## config.mk

```make
export PLATFORM = sky130hd
export DESIGN_NAME = irq_ctrl8
export DESIGN_NICKNAME = d
export VERILOG_FILES = /design/src/rtl/irq_ctrl8_pkg.sv /design/src/rtl/irq_ext_latch.sv /design/src/rtl/irq_arbiter.sv /design/src/rtl/irq_nest_fsm.sv /design/src/rtl/irq_ctrl8.sv
export SDC_FILE = /design/constraint.sdc
export NUM_CORES = 1
export LEC_CHECK = 0
export BUFFER_PORTS_ARGS = -buffer_cell sky130_fd_sc_hd__buf_4
export CORE_MARGIN = 2
export CORE_UTILIZATION = 51
export CTS_BUF_LIST = sky130_fd_sc_hd__clkbuf_2
export CTS_CLUSTER_SIZE = 40
export DETAILED_ROUTE_END_ITERATION = 8
export HOLD_SLACK_MARGIN = 0.05
export PLACE_DENSITY = 0.93
export REMOVE_ABC_BUFFERS = 1
export SLEW_MARGIN = 10
export SYNTH_ARGS = -nofsm -noshare
export SYNTH_HDL_FRONTEND = slang
export SYNTH_SLANG_ARGS = --single-unit
```

## constraint.sdc

```tcl
create_clock -name clk -period 6.5 [get_ports clk]
set_input_delay 1.625 -clock clk [delete_from_list [all_inputs] [get_ports clk]]
set_output_delay 1.625 -clock clk [all_outputs]
set_load 0.03 [all_outputs]
```

## src/rtl/irq_ctrl8_pkg.sv

```systemverilog
package irq_ctrl8_pkg;
    localparam int N_SRC = 8;
    localparam int N_EXT = 4;

    typedef enum logic [1:0] {
        SVC_IDLE,
        SVC_LOW,
        SVC_HIGH,
        SVC_NEST
    } svc_state_e;

    // polling slot that serves external input k
    function automatic int ext_slot(input int k);
        case (k)
            0:       return 0;
            1:       return 2;
            2:       return 6;
            default: return 7;
        endcase
    endfunction
endpackage

```

## src/rtl/irq_ext_latch.sv

```systemverilog
module irq_ext_latch (
    input  logic clk,
    input  logic rst_n,
    input  logic pin_n,
    input  logic edge_mode,
    input  logic clr,
    output logic flag,
    output logic req
);
    logic pin_q;
    logic fall;

    assign fall = edge_mode && pin_q && !pin_n;

    always_ff @(posedge clk or negedge rst_n) begin
        if (!rst_n) begin
            pin_q <= 1'b1;
            flag  <= 1'b0;
        end else begin
            pin_q <= pin_n;
            if (fall)
                flag <= 1'b1;
            else if (clr)
                flag <= 1'b0;
        end
    end

    assign req = edge_mode ? flag : !pin_n;
endmodule

```

## src/rtl/irq_arbiter.sv

```systemverilog
module irq_arbiter #(
    parameter int N     = 8,
    parameter int IDX_W = $clog2(N)
) (
    input  logic [N-1:0]     pend,
    input  logic [N-1:0]     hi,
    input  logic             allow_lo,
    input  logic             allow_hi,
    output logic             valid,
    output logic             win_hi,
    output logic [IDX_W-1:0] idx
);
    logic             hv, lv;
    logic [IDX_W-1:0] hi_idx, lo_idx;

    always_comb begin
        hv = 1'b0;
        lv = 1'b0;
        hi_idx = '0;
        lo_idx = '0;
        for (int i = N - 1; i >= 0; i--) begin
            if (pend[i] && hi[i]) begin
                hv = 1'b1;
                hi_idx = IDX_W'(i);
            end
            if (pend[i] && !hi[i]) begin
                lv = 1'b1;
                lo_idx = IDX_W'(i);
            end
        end
    end

    always_comb begin
        win_hi = allow_hi && hv;
        valid  = win_hi || (allow_lo && lv);
        idx    = win_hi ? hi_idx : lo_idx;
    end
endmodule

```

## src/rtl/irq_nest_fsm.sv

```systemverilog
module irq_nest_fsm
    import irq_ctrl8_pkg::*;
(
    input  logic clk,
    input  logic rst_n,
    input  logic take,
    input  logic take_hi,
    input  logic reti,
    output logic allow_lo,
    output logic allow_hi,
    output logic svc_lo,
    output logic svc_hi
);
    svc_state_e state_q, state_d;

    always_ff @(posedge clk or negedge rst_n) begin
        if (!rst_n) state_q <= SVC_IDLE;
        else        state_q <= state_d;
    end

    always_comb begin
        state_d = state_q;
        unique case (state_q)
            SVC_IDLE: if (take)      state_d = take_hi ? SVC_HIGH : SVC_LOW;
            SVC_LOW:  if (reti)      state_d = SVC_IDLE;
                      else if (take) state_d = SVC_NEST;
            SVC_HIGH: if (reti)      state_d = SVC_IDLE;
            SVC_NEST: if (reti)      state_d = SVC_LOW;
        endcase
    end

    always_comb begin
        allow_lo = 1'b0;
        allow_hi = 1'b0;
        svc_lo   = 1'b0;
        svc_hi   = 1'b0;
        unique case (state_q)
            SVC_IDLE: begin allow_lo = 1'b1; allow_hi = 1'b1; end
            SVC_LOW:  begin allow_hi = 1'b1; svc_lo = 1'b1; end
            SVC_HIGH: svc_hi = 1'b1;
            SVC_NEST: begin svc_lo = 1'b1; svc_hi = 1'b1; end
        endcase
    end
endmodule

```

## src/rtl/irq_ctrl8.sv

```systemverilog
module irq_ctrl8
    import irq_ctrl8_pkg::*;
#(
    parameter int VEC_W = 8
) (
    input  logic             clk,
    input  logic             rst_n,
    input  logic             glob_en,
    input  logic [7:0]       src_en,
    input  logic [7:0]       src_hi,
    input  logic [3:0]       ext_edge_mode,
    input  logic [3:0]       ext_pin_n,
    input  logic             tmr0_ovf,
    input  logic             tmr1_ovf,
    input  logic             uart_req,
    input  logic             tmr2_ovf,
    input  logic             tmr2_ext,
    input  logic             cpu_ack,
    input  logic             cpu_reti,
    output logic             irq_req,
    output logic [VEC_W-1:0] irq_vector,
    output logic [3:0]       ext_flag,
    output logic             svc_lo,
    output logic             svc_hi
);
    localparam int IDX_W = $clog2(N_SRC);
    localparam int PAD_W = VEC_W - IDX_W - 3;

    logic [N_EXT-1:0] ext_req;
    logic [N_SRC-1:0] raw, pend;
    logic [IDX_W-1:0] win_idx;
    logic             win_hi, allow_lo, allow_hi, take;

    assign take = cpu_ack && irq_req && !cpu_reti;

    for (genvar k = 0; k < N_EXT; k++) begin : g_ext
        localparam int SLOT = ext_slot(k);
        irq_ext_latch u_latch (
            .clk       (clk),
            .rst_n     (rst_n),
            .pin_n     (ext_pin_n[k]),
            .edge_mode (ext_edge_mode[k]),
            .clr       (take && (win_idx == IDX_W'(SLOT))),
            .flag      (ext_flag[k]),
            .req       (ext_req[k])
        );
    end

    always_comb begin
        raw  = {ext_req[3], ext_req[2], tmr2_ovf | tmr2_ext, uart_req,
                tmr1_ovf, ext_req[1], tmr0_ovf, ext_req[0]};
        pend = raw & src_en & {N_SRC{glob_en}};
    end

    irq_arbiter #(.N(N_SRC), .IDX_W(IDX_W)) u_arb (
        .pend     (pend),
        .hi       (src_hi),
        .allow_lo (allow_lo),
        .allow_hi (allow_hi),
        .valid    (irq_req),
        .win_hi   (win_hi),
        .idx      (win_idx)
    );

    irq_nest_fsm u_fsm (
        .clk      (clk),
        .rst_n    (rst_n),
        .take     (take),
        .take_hi  (win_hi),
        .reti     (cpu_reti),
        .allow_lo (allow_lo),
        .allow_hi (allow_hi),
        .svc_lo   (svc_lo),
        .svc_hi   (svc_hi)
    );

    assign irq_vector = {{PAD_W{1'b0}}, win_idx, 3'b011};
endmodule

```

### Yosys cells after proc, flatten, opt, wreduce, memory -nomap -nowiden

Cells that the tools add are included.

* bits in registers: 10
* output and inout port bits: 15
* logic and storage cells: 134
* bits of input ports: 34

* bitwise gates (word level): 3
* equal/unequal tests: 10
* multiplexer cells: 56
* reductions and logical operators: 56

Operators with widths (number)
* $mux W3: 17
* $logic_and A1 B1 Y1: 32
* $mux W1: 32
* $and A8 B8 Y8: 2
* $logic_not A1 Y1: 13
* $mux W2: 6
* $pmux W2 S4: 1
* $reduce_bool A2 Y1: 4
* $eq A3 B3 Y1 const B: 2
* $ne A2 B2 Y1 const B: 3
* $reduce_or A2 Y1: 3
* $eq A2 B2 Y1 const B: 2
* $reduce_and A4 Y1: 1
* $eq A3 B2 Y1 const B: 1
* $logic_not A3 Y1: 1
* $ne A3 B3 Y1 const B: 1
* $eq A2 B1 Y1 const B: 1
* $logic_not A2 Y1: 1
* $logic_or A1 B1 Y1: 1
* $or A1 B1 Y1: 1

### Depth between registers and ports, before layout

Gate-level depths: netlist of the first run.

* depth in word-level cells: 20
* mapped depth: 8
* mapped depth without buffers: 7

### Modules after synthesis

From an unflattened synthesis of the first run, not the netlist that was laid out.

* cell total of the unflattened synthesis: 104
* area, all modules: 870.8 um^2

Modules (own cells, without submodules)
* irq_ext_latch: times used 4, cells an instance 7, sequential area each 51.3 um^2, area an instance 80.1 um^2
* irq_arbiter: times used 1, cells an instance 40, sequential area each 0.0 um^2, area an instance 291.5 um^2
* irq_ctrl8: times used 1, cells an instance 24, sequential area each 0.0 um^2, area an instance 151.4 um^2
* irq_nest_fsm: times used 1, cells an instance 12, sequential area each 50.0 um^2, area an instance 107.6 um^2

### Worst setup path after synthesis of the first run

No wires, ideal clock.

* path type: input-to-output
* from: in ext_edge_mode[1]
* to: out irq_vector[4]
* buffers on the path: 0
* slack: 1.489 ns
* data required time: 4.875 ns
* stages on the path: 5
* data arrival time: 3.386 ns
* cells stage by stage: nor2b_1 -> or4b_4 -> and4_4 -> a21oi_4 -> mux2i_1

* cells in the longest elaborated chain, start to end: 9
* elaborated cells between the ends (all ways): 16
* classes of those cells: mux: 11; bitwise: 2; reduce/logical: 3

RTL lines
* start, declared: RTL line irq_ctrl8.sv:11 `input logic [3:0] ext_edge_mode,`
* $mux W1 *: RTL line irq_ext_latch.sv:28 `assign req = edge_mode ? flag : !pin_n;`
* $and A8 B8 Y8 * (2 in a row): RTL line irq_ctrl8.sv:52 `pend = raw & src_en & {N_SRC{glob_en}};`
* $logic_and A1 B1 Y1: RTL line irq_arbiter.sv:22 `if (pend[i] && hi[i]) begin`
* $mux W1 (3 in a row): RTL line irq_arbiter.sv:22
* $logic_and A1 B1 Y1: RTL line irq_arbiter.sv:34 `win_hi = allow_hi && hv;`
* $mux W3 *: RTL line irq_arbiter.sv:36 `idx = win_hi ? hi_idx : lo_idx;`
* end, declared: RTL line irq_ctrl8.sv:21 `output logic [VEC_W-1:0] irq_vector,`

Mark *: on every way between the ends. The rest lies on a longest branch, timed or not.

### Worst setup path in the final report of the first run

* from: in ext_pin_n[3]
* to: out irq_vector[4]

* cells in the longest elaborated chain, start to end: 15
* elaborated cells between the ends (all ways): 32
* classes of those cells: mux: 26; bitwise: 2; reduce/logical: 4

RTL lines
* start, declared: RTL line irq_ctrl8.sv:12 `input logic [3:0] ext_pin_n,`
* $logic_not A1 Y1 *: RTL line irq_ext_latch.sv:28
* $mux W1 *: RTL line irq_ext_latch.sv:28
* $and A8 B8 Y8 * (2 in a row): RTL line irq_ctrl8.sv:52
* $logic_and A1 B1 Y1: RTL line irq_arbiter.sv:22
* $mux W1 (8 in a row): RTL line irq_arbiter.sv:22
* $logic_and A1 B1 Y1: RTL line irq_arbiter.sv:34
* $mux W3 *: RTL line irq_arbiter.sv:36

Marked as above.

==> impl_results.html, run 1 <==
<table>
<tr><th>Metric</th><th>Value</th></tr>
<tr><th colspan="2">Outcome</th></tr>
<tr><td>Status</td><td>finished, final reports clean</td></tr>
<tr><th colspan="2">Setup path</th></tr>
<tr><td>CP most frequent cell</td><td>sky130_fd_sc_hd__buf_4</td></tr>
<tr><td>Nature of the critical path startpoint</td><td>input pin</td></tr>
<tr><td>Series of cell instances along the critical path</td><td>buf_4, nor2b_1, nor4b_1, nor3_2, a21oi_4, mux2i_1, buf_4</td></tr>
<tr><td>Worst Path Class, Setup</td><td>in -&gt; out</td></tr>
<tr><td>Family of cells with the greatest summed delay on the critical path</td><td>simple AND/OR/NAND/NOR gates</td></tr>
<tr><td>Number of buffer and inverter stages on the critical path</td><td>2</td></tr>
<tr><td>Worst-path maximum fanout</td><td>6</td></tr>
<tr><td>Slowest cell delay on critical path</td><td>0.57 ns</td></tr>
<tr><td>Worst path slowest cell</td><td>sky130_fd_sc_hd__nor4b_1</td></tr>
<tr><td>Worst setup EP type</td><td>primary output</td></tr>
<tr><td>Worst EP required</td><td>4.88 ns</td></tr>
<tr><td>Arrival time worst endpoint</td><td>3.56 ns</td></tr>
<tr><th colspan="2">Synthesis</th></tr>
<tr><td>Share of synthesized cell area in full adder, half adder and majority cells</td><td>0%</td></tr>
<tr><td>Number of register bits inferred by synthesis</td><td>10</td></tr>
<tr><td>Sequential share of the synthesized area</td><td>26.1%</td></tr>
<tr><td>Share of synthesized area spent on multiplexers</td><td>1.02%</td></tr>
<tr><td>Area fraction in compound gates after synthesis</td><td>22.0%</td></tr>
<tr><td>Dominant combinational cell family by area after synthesis</td><td>simple AND/OR/NAND/NOR gates</td></tr>
<tr><td>Number of enable flip-flop cells after synthesis</td><td>0</td></tr>
<tr><td>Post-synthesis simple-gate area fraction</td><td>40.2%</td></tr>
<tr><td>Distinct cell type count of the synthesized netlist</td><td>53</td></tr>
<tr><td>Avg Synthesized Cell Area</td><td>8.37 sq um</td></tr>
<tr><td>Flip-flop cell with the highest count after synthesis</td><td>sky130_fd_sc_hd__dfrtp_1</td></tr>
<tr><td>Xor-xnor portion of the synthesized cell area</td><td>0%</td></tr>
<tr><td>Count of mapped cells out of synthesis</td><td>117</td></tr>
<tr><td>Netlist area before placement</td><td>980 sq um</td></tr>
<tr><td>Synth warn</td><td>0</td></tr>
<tr><td>Async S/R FF share, synth</td><td>100%</td></tr>
<tr><th colspan="2">Global routing</th></tr>
<tr><td>Global Route Usage Sum</td><td>25.6%</td></tr>
<tr><td>Largest net degree at the start of global routing</td><td>14</td></tr>
<tr><td>Wire length of the first global-routing pass</td><td>4130 microns</td></tr>
<tr><td>Initial antenna violation count</td><td>0</td></tr>
<tr><td>Number of global-route vias before repair</td><td>939</td></tr>
<tr><td>Total global routing overflow</td><td>0</td></tr>
<tr><th colspan="2">Route</th></tr>
<tr><td>Wire length per cell</td><td>14.4 microns</td></tr>
<tr><td>Count of routing violations after the opening detailed-route iteration</td><td>32</td></tr>
<tr><td>Vias after detailed routing</td><td>1040</td></tr>
<tr><td>Count of TritonRoute iterations in the first routing pass</td><td>4</td></tr>
<tr><td>Number of DRC violations after detailed routing</td><td>0</td></tr>
<tr><td>Vias per inst</td><td>5.81</td></tr>
<tr><td>Post-route ant nets</td><td>0</td></tr>
<tr><td>Final wirelength</td><td>2590 microns</td></tr>
<tr><th colspan="2">Floorplanning</th></tr>
<tr><td>Area enclosed by the die boundary</td><td>2290 sq um</td></tr>
<tr><td>Ports placed on the boundary</td><td>49</td></tr>
<tr><td>Overall die height</td><td>47.8 microns</td></tr>
<tr><td>Die Width</td><td>47.8 microns</td></tr>
<tr><td>Cell Rows</td><td>15</td></tr>
<tr><td>Effective utilization at floorplan</td><td>55.5%</td></tr>
<tr><td>Standard cell core area</td><td>1760 sq um</td></tr>
<tr><th colspan="2">Worst hold path</th></tr>
<tr><td>Class of the tightest hold or removal check</td><td>reg -&gt; reg</td></tr>
<tr><th colspan="2">Flow run</th></tr>
<tr><td>Maxcap violations</td><td>0</td></tr>
<tr><th colspan="2">Finish</th></tr>
<tr><td>Count of fill cells added during filler insertion</td><td>161</td></tr>
<tr><td>Nets</td><td>190</td></tr>
<tr><td>Layout cell share with drive strength beyond 1</td><td>46.1%</td></tr>
<tr><td>Number of non-filler instances in the completed layout</td><td>179</td></tr>
<tr><td>Area grow syn2layout</td><td>30.4%</td></tr>
<tr><td>Final core utilization</td><td>72.4%</td></tr>
<tr><td>Inserted Diodes</td><td>0</td></tr>
<tr><th colspan="2">Timing</th></tr>
<tr><td>Slew at the pin closest to its max-slew limit</td><td>0.603 ns</td></tr>
<tr><td>Fin crit period</td><td>5.19 ns</td></tr>
<tr><td>Max Clock Skew</td><td>0.00438 ns</td></tr>
<tr><td>Final setup fails</td><td>0</td></tr>
<tr><td>Period utilisation layout</td><td>79.8%</td></tr>
<tr><td>Number of pins with negative max-slew slack in the final report</td><td>0</td></tr>
<tr><td>Slew HR</td><td>59.2%</td></tr>
<tr><td>Final Hold Fails</td><td>0</td></tr>
<tr><td>Maximum clock frequency</td><td>0.193 GHz</td></tr>
<tr><td>Setup slack of the critical path after layout</td><td>1.31 ns</td></tr>
<tr><td>RSZ-0062 raised after global routing</td><td>false</td></tr>
<tr><td>Total Negative Setup Slacks</td><td>0 ns</td></tr>
<tr><th colspan="2">Place</th></tr>
<tr><td>Sum of net half-perimeters after detailed placement</td><td>2160 microns</td></tr>
<tr><td>Number of port buffers</td><td>43</td></tr>
<tr><td>RePlAce Congestion</td><td>0.892</td></tr>
<tr><td>Dpl ws</td><td>1.37 ns</td></tr>
<tr><td>Number of instances in the placed design</td><td>176</td></tr>
<tr><th colspan="2">CTS</th></tr>
<tr><td>CTS Hold Bufs</td><td>0</td></tr>
<tr><td>Clk Latency, worst-skew pair</td><td>0.24 ns</td></tr>
<tr><td>Number of clock sinks</td><td>10</td></tr>
<tr><td>Post-cts resize count</td><td>0</td></tr>
<tr><td>Root Buffer</td><td>sky130_fd_sc_hd__clkbuf_2</td></tr>
<tr><td>Clock tree buffer depth</td><td>2</td></tr>
<tr><td>TritonCTS clock tree</td><td>built</td></tr>
<tr><td>Level count of the clock H-tree</td><td>1</td></tr>
<tr><td>Setup fix buffers added after clock tree synthesis</td><td>0</td></tr>
<tr><td>Clock slew seen by the registers of the worst setup and hold paths</td><td>0.08 ns</td></tr>
<tr><td>Num CTS Buffers</td><td>3</td></tr>
<tr><th colspan="2">Power</th></tr>
<tr><td>Static Leak</td><td>0.593 nW</td></tr>
<tr><td>Power Dens Cells</td><td>164 nW/um^2</td></tr>
<tr><td>Worst voltage drop across the vdd grid</td><td>133 uV</td></tr>
</table>
[kinds of logic (layout without fill, tap and decap cells)]
group                  Yosys count  count (layout)
AND/OR/NAND/NOR                 60              60
flip-flops                      10              10
buffers and inverters           16              50
AO/OA/AOI/OAI                   28              28
other                            2               5
multiplexers                     1               1
[Yosys cell counts (2+ instances only)]
| master | count | area share [%] |
|---|---|---|
| sky130_fd_sc_hd__o22ai_1 | 2 | 1.3 |
| sky130_fd_sc_hd__inv_1 | 4 | 1.5 |
| sky130_fd_sc_hd__a31o_2 | 2 | 1.8 |
| sky130_fd_sc_hd__nand3_1 | 4 | 2.0 |
| sky130_fd_sc_hd__nor2b_1 | 6 | 3.8 |
| sky130_fd_sc_hd__buf_4 | 10 | 7.7 |
| sky130_fd_sc_hd__nor2_1 | 10 | 3.8 |
| sky130_fd_sc_hd__conb_1 | 2 | 0.77 |
| sky130_fd_sc_hd__a211o_1 | 2 | 1.8 |
| sky130_fd_sc_hd__clkbuf_1 | 2 | 0.77 |
| sky130_fd_sc_hd__o211ai_1 | 2 | 1.5 |
| sky130_fd_sc_hd__a21oi_1 | 5 | 2.6 |
| sky130_fd_sc_hd__dfstp_2 | 4 | 11 |
| sky130_fd_sc_hd__dfrtp_1 | 6 | 15 |
| sky130_fd_sc_hd__nand4_1 | 3 | 1.9 |
| sky130_fd_sc_hd__o21a_1 | 2 | 1.5 |
| sky130_fd_sc_hd__nor3_1 | 2 | 1.0 |
| sky130_fd_sc_hd__nand2b_1 | 2 | 1.3 |
| sky130_fd_sc_hd__o31ai_1 | 2 | 1.5 |
| sky130_fd_sc_hd__nand2_1 | 10 | 3.8 |
| sky130_fd_sc_hd__o21bai_1 | 2 | 1.5 |
| sky130_fd_sc_hd__or4_4 | 2 | 2.3 |
[registers in the layout, summed over array words and instances (netlist names)]
name / count
u_fsm.state_q: 2
g_ext.u_latch.flag: 4
g_ext.u_latch.pin_q: 4
[worst reg2reg max path, stage by stage (launching register included)]
cell	delay [ns]
sky130_fd_sc_hd__dfrtp_1	0.39
sky130_fd_sc_hd__nor2b_1	0.07
sky130_fd_sc_hd__or4_4	0.50
sky130_fd_sc_hd__nor3b_2	0.19
sky130_fd_sc_hd__a311oi_2	0.37
sky130_fd_sc_hd__o21ai_1	0.14
sky130_fd_sc_hd__or4_4	0.43
sky130_fd_sc_hd__a211o_1	0.30
[cell usage in the layout, fill, tap and decap left out, drive strengths merged, types with 2 or more instances in the layout]
master	Yosys	final
a211o	2	2
a21oi	6	6
a31o	2	2
and3	3	3
and3b	2	2
buf	10	43
clkbuf	2	3
conb	2	5
dfrtp	6	6
dfstp	4	4
inv	4	4
nand2	10	10
nand2b	3	3
nand3	5	5
nand4	3	3
nor2	10	10
nor2b	6	6
nor3	3	3
nor4	2	2
nor4b	2	2
o211ai	2	2
o21a	2	2
o21ai	2	2
o21bai	2	2
o22ai	2	2
o31ai	2	2
or2	2	2
or4	3	3
[final timing paths]
kind / from / endpoint / slack, ns / cells past startpoint
worst max-delay path: ext_pin_n[3] / irq_vector[4] / 1.31 / 7
worst min-delay path: g_ext[2].u_latch.flag / g_ext[2].u_latch.flag / 0.55 / 1
worst max register to register: g_ext[3].u_latch.flag / g_ext[1].u_latch.flag / 4.00 / 7
worst min register to register: g_ext[2].u_latch.flag / g_ext[2].u_latch.flag / 0.55 / 1
max in group asynchronous: rst_n / g_ext[3].u_latch.pin_q / 5.09 / 1
min in group asynchronous: rst_n / g_ext[0].u_latch.flag / 1.19 / 1
[layer usage]
layer / GRT usage [%] / share of wire, %
met5: 0 / 0
met4: 11.4 / 3.0
met3: 1.13 / 7.4
met2: 43.7 / 51
met1: 33.3 / 38
[through the flow]
stage	hold slack [ns]	instance area, sq um	total power, W
global route	0.571	1280	0.000223
CTS	0.551	1280	0.000209
floorplan	0.535	908	0.000135
finish	0.552	1280	0.000209
global placement	0.524	1260	0.000174
detailed placement	0.530	1260	0.000178
[area by class of cell]
| type | instances | area, sq um | area share (%) |
|---|---|---|---|
| Multi-Input combinational cell | 94 | 638 | 50.0 |
| Timing Repair Buffer | 43 | 323 | 25.3 |
| Sequential cell | 10 | 255 | 20.0 |
| Tap cell | 25 | 31.3 | 2.45 |
| Clock buffer | 3 | 15.0 | 1.18 |
| Inverter | 4 | 15.0 | 1.18 |
[report_power, final]
part / internal [W] / switching, W / leakage [nW] / total, W
registers: 0.0000684 / 0.00000599 / 0.105 / 0.0000744
logic: 0.0000461 / 0.0000581 / 0.476 / 0.000104
clock network: 0.0000126 / 0.0000183 / 0.0125 / 0.0000309
No activity file was read; power rests on OpenSTA's default activity.
==> run 2: changes to the inputs <==
--- a/config.mk
+++ b/config.mk
@@ -7,12 +7,12 @@
 export LEC_CHECK = 0
 export BUFFER_PORTS_ARGS = -buffer_cell sky130_fd_sc_hd__buf_4
 export CORE_MARGIN = 2
-export CORE_UTILIZATION = 51
+export CORE_UTILIZATION = 47
 export CTS_BUF_LIST = sky130_fd_sc_hd__clkbuf_2
 export CTS_CLUSTER_SIZE = 40
 export DETAILED_ROUTE_END_ITERATION = 8
 export HOLD_SLACK_MARGIN = 0.05
-export PLACE_DENSITY = 0.93
+export PLACE_DENSITY = 0.87
 export REMOVE_ABC_BUFFERS = 1
 export SLEW_MARGIN = 10
 export SYNTH_ARGS = -nofsm -noshare
==> constraint.sdc (replaced) <==
create_clock -name clk -period 5.45 [get_ports clk]
set_input_delay 1.3625 -clock clk [delete_from_list [all_inputs] [get_ports clk]]
set_output_delay 1.3625 -clock clk [all_outputs]
set_load 0.03 [all_outputs]
==> impl_results.html, run 2 (same netlist as run 1, synthesis figures left out) <==
<table>
<tr><th>Metric</th><th>Value</th></tr>
<tr><th colspan="2">Finish</th></tr>
<tr><td>Inserted Diodes</td><td>0 (unchanged)</td></tr>
<tr><td>Nets</td><td>190 (unchanged)</td></tr>
<tr><td>Area grow syn2layout</td><td>31.0%</td></tr>
<tr><td>Largest regs</td><td>g_ext.u_latch.flag x4, g_ext.u_latch.pin_q x4, u_fsm.state_q x2</td></tr>
<tr><td>Count of fill cells added during filler insertion</td><td>179 (+11%)</td></tr>
<tr><td>Layout cell share with drive strength beyond 1</td><td>45.8% (-0.30 points)</td></tr>
<tr><td>Most common library cell in the layout ignoring fill and taps</td><td>sky130_fd_sc_hd__buf_4</td></tr>
<tr><td>Commonest cells after routing, fill and taps aside</td><td>sky130_fd_sc_hd__buf_4, sky130_fd_sc_hd__nand2_1, sky130_fd_sc_hd__nor2_1, sky130_fd_sc_hd__nor2b_1, sky130_fd_sc_hd__dfrtp_1</td></tr>
<tr><th colspan="2">Global routing</th></tr>
<tr><td>Global Route Usage Sum</td><td>20.7% (-4.8 points)</td></tr>
<tr><td>Number of global-route vias before repair</td><td>985 (+4.9%)</td></tr>
<tr><td>Initial antenna violation count</td><td>0 (unchanged)</td></tr>
<tr><td>Largest net degree at the start of global routing</td><td>14 (unchanged)</td></tr>
<tr><td>Total global routing overflow</td><td>0 (unchanged)</td></tr>
<tr><td>Wire length of the first global-routing pass</td><td>4000 microns (-3.0%)</td></tr>
<tr><th colspan="2">CTS</th></tr>
<tr><td>Num CTS Buffers</td><td>3 (unchanged)</td></tr>
<tr><td>Root Buffer</td><td>sky130_fd_sc_hd__clkbuf_2</td></tr>
<tr><td>Level count of the clock H-tree</td><td>1 (unchanged)</td></tr>
<tr><td>TritonCTS clock tree</td><td>built</td></tr>
<tr><td>Clock slew seen by the registers of the worst setup and hold paths</td><td>0.08 ns (about the same)</td></tr>
<tr><td>Setup fix buffers added after clock tree synthesis</td><td>0 (unchanged)</td></tr>
<tr><td>Clk Latency, worst-skew pair</td><td>0.24 ns (about the same)</td></tr>
<tr><td>Number of clock sinks</td><td>10 (unchanged)</td></tr>
<tr><td>Post-cts resize count</td><td>0 (unchanged)</td></tr>
<tr><td>Clock tree buffer depth</td><td>2 (unchanged)</td></tr>
<tr><td>CTS Hold Bufs</td><td>0 (unchanged)</td></tr>
<tr><th colspan="2">Place</th></tr>
<tr><td>RePlAce Congestion</td><td>0.886 (-0.65%)</td></tr>
<tr><td>Sum of net half-perimeters after detailed placement</td><td>2070 microns (-4.1%)</td></tr>
<tr><td>Number of port buffers</td><td>43 (unchanged)</td></tr>
<tr><th colspan="2">Worst hold path</th></tr>
<tr><td>Class of the tightest hold or removal check</td><td>reg -&gt; reg</td></tr>
<tr><td>Worst hold path endpoint</td><td>g_ext[0].u_latch.flag</td></tr>
<tr><td>Startpoint of the tightest hold check path</td><td>g_ext[0].u_latch.flag</td></tr>
<tr><td>Min-Delay Path Depth</td><td>1 (unchanged)</td></tr>
<tr><th colspan="2">Floorplanning</th></tr>
<tr><td>Overall die height</td><td>49.7 microns (+3.8%)</td></tr>
<tr><td>Cell Rows</td><td>16 (+1)</td></tr>
<tr><td>Area enclosed by the die boundary</td><td>2470 sq um (+7.8%)</td></tr>
<tr><td>Die Width</td><td>49.7 microns (+3.8%)</td></tr>
<tr><td>Effective utilization at floorplan</td><td>49.9% (-5.6 points)</td></tr>
<tr><td>Ports placed on the boundary</td><td>49 (unchanged)</td></tr>
<tr><td>Standard cell core area</td><td>1960 sq um (+11%)</td></tr>
<tr><th colspan="2">Timing</th></tr>
<tr><td>RSZ-0062 raised after global routing</td><td>false</td></tr>
<tr><td>Max Clock Skew</td><td>0.0112 ns (+0.00677 ns)</td></tr>
<tr><td>Total Negative Setup Slacks</td><td>0 ns (unchanged)</td></tr>
<tr><td>Period utilisation layout</td><td>85.0%</td></tr>
<tr><td>Maximum clock frequency</td><td>0.216 GHz</td></tr>
<tr><td>Fin crit period</td><td>4.63 ns</td></tr>
<tr><td>Number of pins with negative max-slew slack in the final report</td><td>0 (unchanged)</td></tr>
<tr><td>Slew at the pin closest to its max-slew limit</td><td>0.586 ns (-0.0167 ns)</td></tr>
<tr><td>Final setup fails</td><td>0 (unchanged)</td></tr>
<tr><td>Slew HR</td><td>60.4% (+1.1 points)</td></tr>
<tr><td>Final Hold Fails</td><td>0 (unchanged)</td></tr>
<tr><th colspan="2">Power</th></tr>
<tr><td>Static Leak</td><td>0.595 nW (+0.26%)</td></tr>
<tr><td>Worst voltage drop across the vdd grid</td><td>113 uV (-15%)</td></tr>
<tr><td>Power Dens Cells</td><td>195 nW/um^2 (+19%)</td></tr>
<tr><td>Total design power</td><td>0.000250 W (+19%)</td></tr>
<tr><th colspan="2">Route</th></tr>
<tr><td>Count of routing violations after the opening detailed-route iteration</td><td>19 (-41%)</td></tr>
<tr><td>Post-route ant nets</td><td>0 (unchanged)</td></tr>
<tr><td>Vias per inst</td><td>5.54 (-4.7%)</td></tr>
<tr><td>Final wirelength</td><td>2380 microns (-7.8%)</td></tr>
<tr><td>Vias after detailed routing</td><td>1008 (-3.1%)</td></tr>
<tr><td>Wire length per cell</td><td>13.1 microns (-9.3%)</td></tr>
<tr><td>Number of DRC violations after detailed routing</td><td>0 (unchanged)</td></tr>
<tr><td>Count of TritonRoute iterations in the first routing pass</td><td>4 (unchanged)</td></tr>
<tr><th colspan="2">Setup path</th></tr>
<tr><td>Arrival time worst endpoint</td><td>3.27 ns (-0.29 ns)</td></tr>
<tr><td>Launch point of the worst reg-to-reg path</td><td>g_ext[1].u_latch.flag</td></tr>
<tr><td>Logic depth of the worst register-to-register path</td><td>7 (unchanged)</td></tr>
<tr><td>Worst Path Class, Setup</td><td>in -&gt; out</td></tr>
<tr><td>Endpoint of the worst register-to-register path</td><td>g_ext[1].u_latch.flag</td></tr>
<tr><td>Worst EP required</td><td>4.09 ns (-0.79 ns)</td></tr>
<tr><td>Worst-path maximum fanout</td><td>6 (unchanged)</td></tr>
<tr><td>Worst setup EP type</td><td>primary output</td></tr>
<tr><td>Nature of the critical path startpoint</td><td>input pin</td></tr>
<tr><td>Worst reg-to-reg setup slack</td><td>2.97 ns (-1.03 ns)</td></tr>
<tr><th colspan="2">Outcome</th></tr>
<tr><td>Status</td><td>finished, final reports clean</td></tr>
<tr><th colspan="2">Flow run</th></tr>
<tr><td>Maxcap violations</td><td>0 (unchanged)</td></tr>
</table>
## run 2: report_power, final
| part | switching (W) | internal, W |
|---|---|---|
| Clock | 0.0000228 | 0.0000160 |
| Sequential | 0.00000715 | 0.0000816 |
| Combinational | 0.0000675 | 0.0000550 |
| Total | 0.0000974 | 0.000152 |
## run 2: layout make-up
class                      count  area [sq um]  share of cell area, %
inverter                       4          15.0                   1.17
sequential                    10           255                   19.9
multi-input combinational     94           638                   49.7
clock inverter                 1          3.75                  0.292
clock buffer                   3          15.0                   1.17
timing repair buffer          43           323                   25.1
tap                           27          33.8                   2.63
## run 2: worst max path at each step
stage / start / endpoint / slack [ns]
after floorplan: ext_edge_mode[1] / irq_vector[4] / 0.95
after global placement: ext_edge_mode[1] / irq_vector[4] / 0.93
after detailed placement: ext_pin_n[3] / irq_vector[4] / 0.85
after CTS: ext_pin_n[3] / irq_vector[4] / 0.86
after global routing: ext_pin_n[3] / irq_vector[4] / 0.68
final: ext_pin_n[3] / irq_vector[4] / 0.82
## run 2: critical path, stage by stage
cell and delay [ns]:
sky130_fd_sc_hd__buf_4 0.11, sky130_fd_sc_hd__nor2b_1 0.13, sky130_fd_sc_hd__nor4b_1 0.56, sky130_fd_sc_hd__nor3_2 0.17, sky130_fd_sc_hd__a21oi_4 0.25, sky130_fd_sc_hd__mux2i_1 0.43
sky130_fd_sc_hd__buf_4 0.24
## run 2: metal layers
layer  GRT usage [%]  up-vias  share of wire [%]
met5               0        -                  0
met4            8.80        0                1.6
met3            1.52        6                5.8
met2            37.6       37                 52
met1            25.0      472                 40
li1                -      493                  -
## run 2: metrics by stage
stage               util [%]  std cells  hold slack (ns)  cell area, sq um  setup WS (ns)
global placement        64.5        178            0.525              1260          0.927
global route            65.4        182            0.592              1280          0.685
floorplan                  -        108            0.535               908          0.947
finish                  65.4        182            0.550              1280          0.816
CTS                     65.4        182            0.556              1280          0.864
detailed placement      64.5        178            0.536              1260          0.851
